--- config.mk ---
export PLATFORM = sky130hd
export DESIGN_NAME = stride_addr_gen
export DESIGN_NICKNAME = d
export VERILOG_FILES = /design/src/rtl/stride_addr_gen.sv
export SDC_FILE = /design/constraint.sdc
export NUM_CORES = 1
export LEC_CHECK = 0
export BUFFER_PORTS_ARGS = -buffer_cell sky130_fd_sc_hd__buf_2
export CORE_MARGIN = 2
export CORE_UTILIZATION = 40
export DETAILED_ROUTE_END_ITERATION = 8
export PLACE_DENSITY = 0.72
export SYNTH_ARGS = -nofsm -noshare
export SYNTH_HDL_FRONTEND = slang
export SYNTH_SLANG_ARGS = --single-unit
--- constraint.sdc ---
create_clock -name clk -period 8.69 [get_ports clk]
set_input_delay 0.869 -clock clk [delete_from_list [all_inputs] [get_ports clk]]
set_output_delay 0.869 -clock clk [all_outputs]
set_load 0.01 [all_outputs]
--- src/rtl/stride_addr_gen.sv ---
module stride_addr_gen #(
  parameter int AW   = 32,
  parameter int NLVL = 5
) (
  input  logic                clk,
  input  logic                rst_n,
  input  logic                start_i,
  input  logic                hold_i,
  input  logic [AW-1:0]       base_i,
  input  logic [NLVL*AW-1:0]  strides_i,
  input  logic [NLVL-2:0]     mask_i,
  input  logic [NLVL-2:0]     last_i,
  output logic [AW-1:0]       addr_o
);

  localparam int NFLG = NLVL - 1;

  logic [NFLG-1:0] deep_last;
  logic [NFLG-1:0] sel_flag;
  logic [NLVL-1:0] pick;
  logic [NLVL:0]   taken;
  logic [AW-1:0]   step;
  logic [AW-1:0]   addr_q;

  assign deep_last[NFLG-1] = last_i[NFLG-1];
  for (genvar i = 0; i < NFLG - 1; i++) begin : g_deep
    assign deep_last[i] = last_i[i] & deep_last[i+1];
  end

  assign sel_flag = deep_last & mask_i;

  assign taken[0] = 1'b0;
  for (genvar i = 0; i < NFLG; i++) begin : g_prio
    assign pick[i]    = sel_flag[i] & ~taken[i];
    assign taken[i+1] = taken[i] | sel_flag[i];
  end
  assign pick[NLVL-1] = ~taken[NFLG];
  assign taken[NLVL]  = 1'b1;

  always_comb begin
    step = '0;
    for (int i = 0; i < NLVL; i++)
      if (pick[i]) step = strides_i[i*AW +: AW];
  end

  always_ff @(posedge clk) begin
    if (!rst_n)          addr_q <= '0;
    else if (start_i)    addr_q <= base_i;
    else if (!hold_i)    addr_q <= addr_q + step;
  end

  assign addr_o = addr_q;

endmodule

==> reports/results.ini, run 1 <==
[run_status]
status = finished clean

[placed_design]
placed_area_mm2 = 0.00528
dp_hpwl_um = 13400
dp_cells = 870
place_congestion = 0.964
io_buffers = 235

[logic_synthesis]
synth_seq_area_share_pct = 16.0
syn-instance-count = 535
ys_ff_latch = 32
ys_async_sr_fraction_pct = 0
synth-edff-count = 0
syn_nets = 773
yosysUniqueCellTypes = 62
syn_avg_cell_area_um2 = 7.50
yosys_warnings = 0
ys.flop_type = dfxtp_1
syn_area_mm2 = 0.00402

[sta]
hold_viol_final = 0
timing.final.crit_share_pct = 61.0
timing.fmax_mhz = 189
setup_viol = 0
maxSlewViolCount = 0
setup_tns_ns = 0
rsz0062_at_grt = false
fin_skew_ns = 0.0137
worst_pin_slew_ns = 1.25
maxSlewHeadroom_pct = 16.1
fin_crit_ns = 5.30

[route]
ant_nets = 0
post_drt_wl_per_cell_um = 19.0
drt-pass1-iter-count = 6
wl_um = 16700
vias_per_cell = 5.98
drc = 0
vias = 5265
drt_iter0_markers = 539

[critical_path]
critical_path.startpoint = last_i[3]
path_class = primary input to register
rrSetupSlack_ns = 5.78
critPathArrivalTime_ns = 5.48
critPathCapture = addr_o[28]$_SDFFE_PN0P_
r2r_cells = 10
startpoint_type = primary input
worstPathRequired_ns = 8.87
crit_path_max_fanout = 33
r2r-end = addr_o[31]$_SDFFE_PN0P_
cp-end-kind = register
r2r_start = addr_o[16]$_SDFFE_PN0P_

[power]
ir_drop_mv = 0.0870
combPwrFrac_pct = 56.2
p_seq_share_pct = 25.6
p_per_area_mw_per_mm2 = 128
finalPower_uw = 690
pwr-share-clk_pct = 18.2
p_sw_share_pct = 42.4
p_leak_nw = 2.75
p_int_uw = 398
netSwitchingPower_uw = 292

[die]
num_io_pins = 236
core_area_mm2 = 0.00977
initial_core_util_pct = 41.1
die_w_um = 104
dieHeight_um = 104
rows = 36
die-area_mm2 = 0.0109

[grt]
grt_max_degree = 53
grt_usage_pct = 29.7
grt_antenna_before_repair = 3
grt_first_pass_wirelength_um = 25900
grt_pass1_vias = 5106
grt_overflow = 0

[cts]
clockBufferDepth = 2
cts_buffers = 5
cts.repair.resized = 0
holdBufCountCts = 0
cts_tree = built
cts.htree.levels = 2
clock-sinks = 32
post_cts_buffers = 0
clk_pin_slew_ns = 0.08
clkLatencyLatePin_ns = 0.29
ctsRootBufferMaster = clkbuf_8

[final_layout]
regArea_um2 = 641
area_growth_pct = 34.0
layout.nets = 982
fin_area_mm2 = 0.00538
largest_register_ff_count = 32
num-fill-cells = 963
multi_input_area_mm2 = 0.00320
instances_no_fill = 881
drive_gt1_share_pct = 36.0

[min_path]
hold_path.class = register to register

[job]
maxCapViolations = 0

-- critical path, cell delays in order --
cell       delay, ns
buf_2           0.22
nand2_1         0.29
nor2_2          0.07
buf_4           0.24
nor3_2          0.63
buf_4           0.37
a222oi_1        0.14
a21oi_1         0.30
ha_1            0.21
inv_1           0.05
fa_1            0.40
nor2b_1         0.22
o2111ai_1       0.16
and4b_1         0.22
nor2_1          0.26
a21bo_2         0.24
a311oi_2        0.16
a21oi_1         0.20
xnor2_1         0.14
o21ai_1         0.07
-- routing by layer --
| layer | vias to the layer above | share of wire [%] | global-route usage (%) |
|---|---|---|---|
| met4 | 0 | 2.6 | 10.1 |
| met5 | - | 0 | 0 |
| met2 | 289 | 46 | 48.6 |
| li1 | 2522 | - | - |
| met1 | 2421 | 43 | 39.7 |
| met3 | 33 | 8.3 | 4.45 |
-- how the worst min path moves through the flow --
stage                                  from                 endpoint  slack [ns]  depth (start not counted)
finish              addr_o[17]$_SDFFE_PN0P_  addr_o[17]$_SDFFE_PN0P_        0.50                          2
global route        addr_o[17]$_SDFFE_PN0P_  addr_o[17]$_SDFFE_PN0P_        0.53                          2
CTS                 addr_o[17]$_SDFFE_PN0P_  addr_o[17]$_SDFFE_PN0P_        0.50                          2
detailed placement  addr_o[17]$_SDFFE_PN0P_  addr_o[17]$_SDFFE_PN0P_        0.49                          2
global placement    addr_o[17]$_SDFFE_PN0P_  addr_o[17]$_SDFFE_PN0P_        0.49                          2
floorplan           addr_o[17]$_SDFFE_PN0P_  addr_o[17]$_SDFFE_PN0P_        0.51                          2
-- cell families (layout without fill, tap and decap cells) --
kind of cell / after synthesis / count (layout) / share of synthesized area [%]
AOI/OAI and AO/OA: 251 / 251 / 43.5
xor gates and xnor gates: 24 / 24 / 5.24
adders and majority gates: 34 / 34 / 10.8
buffers and inverters: 54 / 264 / 5.24
DFF: 32 / 32 / 16.0
muxes: 11 / 11 / 2.84
other: 0 / 3 / 0
and+or+nand+nor: 129 / 129 / 16.5
-- metrics by stage --
stage                     utilization [%]  hold WS, ns  setup WS [ns]
after floorplan                         -        0.508           4.40
after detailed placement             54.0        0.491           3.12
after global routing                 55.0        0.531           2.96
final                                55.0        0.499           3.39
after CTS                            55.0        0.502           3.40
after global placement               54.0        0.485           3.28
-- synth_stat cells, types with 2 or more instances --
cell type	n	share of area [%]
nand2_1	39	3.6
a31oi_1	4	0.62
ha_1	33	10
nor2_1	32	3.0
a21o_1	13	2.4
nand4_1	2	0.31
a41oi_1	2	0.44
a211oi_1	26	4.9
clkinv_1	2	0.19
o21a_1	2	0.37
o2111ai_1	2	0.44
buf_1	2	0.19
xnor2_1	17	3.7
dfxtp_1	32	16
o21ai_1	6	0.75
nor3_1	2	0.25
or3_1	3	0.47
o21bai_1	3	0.56
nand3_1	9	1.1
mux2_2	3	0.84
inv_1	13	1.2
mux2i_1	8	2.0
o211a_1	12	3.0
xor2_1	7	1.5
buf_2	3	0.37
a21oi_1	79	9.8
a222oi_1	32	8.0
o211ai_1	7	1.3
clkbuf_1	33	3.1
o21ai_0	44	5.5
a221o_1	3	0.75
nor2b_1	3	0.47
and3_1	28	4.4
-- cells in the final DEF (no fill, tap or decap), types with 2 or more instances in the layout --
cell type,count
buf_2,235
a21oi_1,78
o21ai_0,44
nand2_1,39
ha_1,33
a222oi_1,32
dfxtp_1,32
nor2_1,31
and3_1,28
a211oi_1,25
xnor2_1,17
inv_1,13
a21o_1,13
o211a_1,12
nand3_1,9
mux2i_1,8
xor2_1,7
o211ai_1,7
o21ai_1,6
clkbuf_8,6
buf_4,6
a31oi_1,4
diode_2,3
mux2_2,3
nor2b_1,3
a221o_1,3
or3_1,3
o21bai_1,3
clkinv_1,2
o2111ai_1,2
a41oi_1,2
nand4_1,2
o21a_1,2
clkinv_2,2
-- cell type report --
class | instances | share of cell area, %
Antenna cell | 3 | 0.140
Clock buffer | 6 | 1.53
Inverter | 15 | 1.05
Timing Repair Buffer | 241 | 22.7
Clock inverter | 2 | 0.186
Multi-Input combinational cell | 449 | 59.4
Sequential cell | 32 | 11.9
Tap cell | 133 | 3.09
-- power by group through the flow --
stage	clock [mW]	sequential [mW]	combinational, mW
detailed placement	0	0.180	0.382
CTS	0.127	0.176	0.384
global placement	0	0.179	0.377
global route	0.135	0.179	0.426
finish	0.125	0.177	0.388
floorplan	0	0.184	0.250
Note: power is estimated with default switching activity, not from simulation.
==> run 2, diff against run 1 <==
clock period = 5.1 ns   (was 8.69 ns; I/O delays follow)
==> reports/results.ini, run 2 (synthesis results as in run 1) <==
[critical_path]
path_class = primary input to register
r2r_start = addr_o[16]$_SDFFE_PN0P_
worstPathCellList = buf_2 > nand2_1 > nor2_2 > nor3_2 > buf_4 > a222oi_1 > o21ai_0 > ha_1 > a21o_1 > nand4_1 > a311o_4 > or3_1 > and3_4 > o31ai_4 > a31oi_2 > xnor2_1 > a221oi_1
crit_path_max_incr_delay_ns = 0.45
critPathArrivalTime_ns = 4.51
r2r-end = addr_o[31]$_SDFFE_PN0P_
crit_path_max_fanout = 19
r2r_cells = 10
critPathTopFamily = compound AO/OA/AOI/OAI gates
path_buf_inv = 2
cp_slowest_cell = a311o_4
startpoint_type = primary input
rrSetupSlack_ns = 2.14
worstPathRequired_ns = 5.29
cp-end-kind = register

[sta]
maxSlewViolCount = 0
hold_viol_final = 0
worst_pin_slew_ns = 0.678
holdWs_ns = 0.447
fin_ws_ns = 0.774
timing.final.crit_share_pct = 84.8
timing.fmax_mhz = 231
setup_viol = 0
maxSlewHeadroom_pct = 54.5
rsz0062_at_grt = false
fin_skew_ns = 0.00964
fin_crit_ns = 4.33
setup_tns_ns = 0

[cts]
cts_buffers = 5
clock-sinks = 32
cts_tree = built
cts.htree.levels = 2
clkLatencyLatePin_ns = 0.29
clk_pin_slew_ns = 0.07
cts.repair.resized = 0
ctsRootBufferMaster = clkbuf_8
clockBufferDepth = 2
holdBufCountCts = 0
post_cts_buffers = 0

[final_layout]
area_growth_pct = 35.4
layout.nets = 988
regArea_um2 = 641
multi_input_area_mm2 = 0.00320
largest_register_ff_count = 32
drive_gt1_share_pct = 36.2
instances_no_fill = 887
num-fill-cells = 978
layout_common_cells = 235 x buf_2, 78 x a21oi_1, 44 x o21ai_0
final_common_cell = buf_2

[placed_design]
io_buffers = 235
pre_cts_slack_ns = 0.528
place_congestion = 1.03
dp_cells = 876
dp_hpwl_um = 13500

[grt]
grt_overflow = 0
grt_pass1_vias = 4969
grt_antenna_before_repair = 3
grt_max_degree = 53
grt_first_pass_wirelength_um = 25700
grt_usage_pct = 29.3

[route]
vias_per_cell = 5.99
post_drt_wl_per_cell_um = 18.9
drc = 0
vias = 5313
wl_um = 16700
drt_iter0_markers = 548
ant_nets = 0
drt-pass1-iter-count = 8

[min_path]
holdPathStages = 2
min_to = addr_o[6]$_SDFFE_PN0P_
hold_path.class = primary input to register
hold_start = base_i[6]

[power]
p_per_area_mw_per_mm2 = 216
ir_drop_mv = 0.178
p_leak_nw = 2.77
finalPower_mw = 1.18

[die]
initial_core_util_pct = 41.1
dieHeight_um = 104
num_io_pins = 236
die_w_um = 104
die-area_mm2 = 0.0109
rows = 36
core_area_mm2 = 0.00977

[job]
maxCapViolations = 0

[run_status]
status = finished clean

-- run 2: changes by cell type in the layout (fill, tap and decap cells not counted) --
cell | previous run | this run
buf_4 | 6 | 11
clkbuf_1 | 0 | 2
clkinv_2 | 2 | 0
buf_12 | 0 | 1
-- run 2: cell type report --
class                   count  share of cell area, %
clock buffers               8                   1.66
inverters                  15                   1.04
well taps                 133                   3.06
multi-input cells         449                   58.8
repair buffers            247                   23.5
flip-flops and latches     32                   11.8
diodes                      3                  0.138
-- run 2: routing by layer --
metal,up-vias,wire length (um),GRT usage (%),part of all wire [%]
li1,2528,-,-,-
met1,2448,7140,39.1,43
met2,313,7940,50.1,47
met3,24,1340,3.95,8.0
met4,0,327,6.66,2.0
met5,-,0,0,0
-- run 2: worst max-delay path by stage --
stage / start / to / slack, ns / depth (start not counted)
floorplan: last_i[2] / addr_o[31]$_SDFFE_PN0P_ / 1.17 / 16
global placement: last_i[3] / addr_o[28]$_SDFFE_PN0P_ / 0.65 / 18
detailed placement: last_i[3] / addr_o[27]$_SDFFE_PN0P_ / 0.53 / 17
CTS: last_i[3] / addr_o[27]$_SDFFE_PN0P_ / 0.81 / 17
global route: last_i[3] / addr_o[27]$_SDFFE_PN0P_ / 0.50 / 17
finish: last_i[3] / addr_o[27]$_SDFFE_PN0P_ / 0.77 / 17
-- run 2: per-stage QoR --
stage,area (um^2),util (%)
2_1_floorplan,4020,-
3_3_place_gp,5340,54.6
3_5_place_dp,5340,54.6
4_1_cts,5430,55.5
5_1_grt,5440,55.6
6_report,5440,55.6
-- run 2: worst register-to-register path: stages, from the launching register on --
cell and delay, ns:
dfxtp_1 0.34, ha_1 0.39, a21oi_1 0.29, o21ai_1 0.13, a221o_1 0.36, nor3_1 0.17, and3_4 0.25, and4bb_1 0.20
o2111a_1 0.27, a2111oi_2 0.38, a211oi_2 0.05
-- run 2: power breakdown --
part | total [mW] | leakage [nW] | internal (mW) | switching [mW]
clock network | 0.209 | 0.0455 | 0.110 | 0.0990
registers | 0.301 | 0.267 | 0.277 | 0.0247
logic | 0.665 | 2.46 | 0.297 | 0.369
total | 1.18 | 2.77 | 0.683 | 0.492
==> run 3, diff against run 2 <==
clock period = 4.46 ns   (was 5.1 ns; I/O delays follow)
==> reports/results.ini, run 3 (synthesis results as in run 1) <==
[route]
wl_um = 17100
post_drt_wl_per_cell_um = 19.2
drc = 0
vias = 5330
vias_per_cell = 5.97
drt-pass1-iter-count = 6
ant_nets = 0
drt_iter0_markers = 463

[cts]
clkLatencyLatePin_ns = 0.29
ctsRootBufferMaster = clkbuf_8
cts_tree = built
clk_pin_slew_ns = 0.08
cts.repair.resized = 0
cts.htree.levels = 2
clockBufferDepth = 2
cts_buffers = 5
clock-sinks = 32
post_cts_buffers = 0
holdBufCountCts = 0

[final_layout]
largest_register_ff_count = 32
num-fill-cells = 1000
drive_gt1_share_pct = 37.2
final_common_cell = buf_2
layout_common_cells = 235 x buf_2, 78 x a21oi_1, 44 x o21ai_0
instances_no_fill = 893
layout.nets = 996
area_growth_pct = 36.8

[run_status]
status = finished clean

[sta]
timing.final.crit_share_pct = 93.3
setup_tns_ns = 0
maxSlewViolCount = 0
rsz0062_at_grt = false
hold_viol_final = 0
timing.fmax_mhz = 240
fin_skew_ns = 0.00659
worst_pin_slew_ns = 0.586
fin_crit_ns = 4.16
fin_ws_ns = 0.299
setup_viol = 0
maxSlewHeadroom_pct = 60.7
holdWs_ns = 0.380

[critical_path]
path_buf_inv = 2
critPathTopFamily = compound AO/OA/AOI/OAI gates
critPathArrivalTime_ns = 4.33
cp-end-kind = register
cp_slowest_cell = a211oi_4
worstPathRequired_ns = 4.63
crit_path_max_incr_delay_ns = 0.51
cpMostUsedCell = a21oi_1
crit_path_max_fanout = 12
startpoint_type = primary input
path_class = primary input to register
worstPathCellList = buf_2 > nand2_1 > buf_4 > a211oi_4 > a222oi_1 > a21oi_1 > ha_1 > a21oi_1 > o21ai_1 > a221o_1 > nor3_1 > and3_4 > and4bb_1 > o2111a_1 > a2111oi_2 > a211oi_2

[die]
rows = 36
core_area_mm2 = 0.00977
die-area_mm2 = 0.0109
die_w_um = 104
initial_core_util_pct = 41.1
dieHeight_um = 104
num_io_pins = 236

[grt]
grt_pass1_vias = 5108
grt_antenna_before_repair = 1
grt_max_degree = 52
grt_usage_pct = 30.4
grt_first_pass_wirelength_um = 26500
grt_overflow = 0

[placed_design]
dp_cells = 884
dp_hpwl_um = 13900
io_buffers = 235
place_congestion = 0.971
pre_cts_slack_ns = 0.0815

[power]
p_per_area_mw_per_mm2 = 246
ir_drop_mv = 0.182
p_leak_nw = 2.82

[job]
maxCapViolations = 0

[min_path]
hold_path.class = primary input to register

[run 3: cell types whose count changed in the layout (fill, tap and decap cells not counted), sizes merged]
cell    delta
buf        +8
clkinv     +2
clkbuf     -2
diode      -2
[run 3: layout make-up]
class	instances	area (um^2)	share of cell area, %
antenna	1	2.50	0.0456
clock buffer	6	82.6	1.50
clock inverter	2	10.0	0.182
inverter	15	56.3	1.03
multi-input combinational	449	3200	58.2
sequential	32	641	11.7
tap	133	166	3.03
timing repair buffer	255	1340	24.4
[run 3: per-stage QoR]
stage	total power, mW	instance area (um^2)	util, %
2_1_floorplan	0.845	4020	-
3_3_place_gp	1.10	5400	55.2
3_5_place_dp	1.10	5400	55.2
4_1_cts	1.35	5490	56.2
5_1_grt	1.46	5490	56.2
6_report	1.35	5490	56.2
[run 3: per-layer routing]
metal,GRT usage (%),part of all wire (%)
met1,41.7,44
met2,51.0,47
met3,3.38,7.0
met4,7.14,1.9
met5,0,0
[run 3: worst register-to-register path, stage by stage (launching register included)]
cell and delay [ns]:
dfxtp_1 0.36, ha_1 0.42, a21oi_1 0.28, o21ai_1 0.12
a221o_1 0.36, nor3_1 0.19, and3_4 0.25, and4bb_1 0.20
o2111a_1 0.28, a2111oi_2 0.38, a211oi_2 0.05
[run 3: report_power, final]
group | total, mW | internal, mW | switching, mW
Clock | 0.245 | 0.123 | 0.122
Combinational | 0.765 | 0.343 | 0.422
Sequential | 0.343 | 0.316 | 0.0272
Total | 1.35 | 0.783 | 0.571
[run 3: final timing paths]
kind,start,endpoint,slack (ns),depth (start not counted)
max,last_i[3],addr_o[31]$_SDFFE_PN0P_,0.30,16
min reg2reg,addr_o[17]$_SDFFE_PN0P_,addr_o[17]$_SDFFE_PN0P_,0.51,2
min,base_i[25],addr_o[25]$_SDFFE_PN0P_,0.38,2
max reg2reg,addr_o[16]$_SDFFE_PN0P_,addr_o[31]$_SDFFE_PN0P_,1.45,10
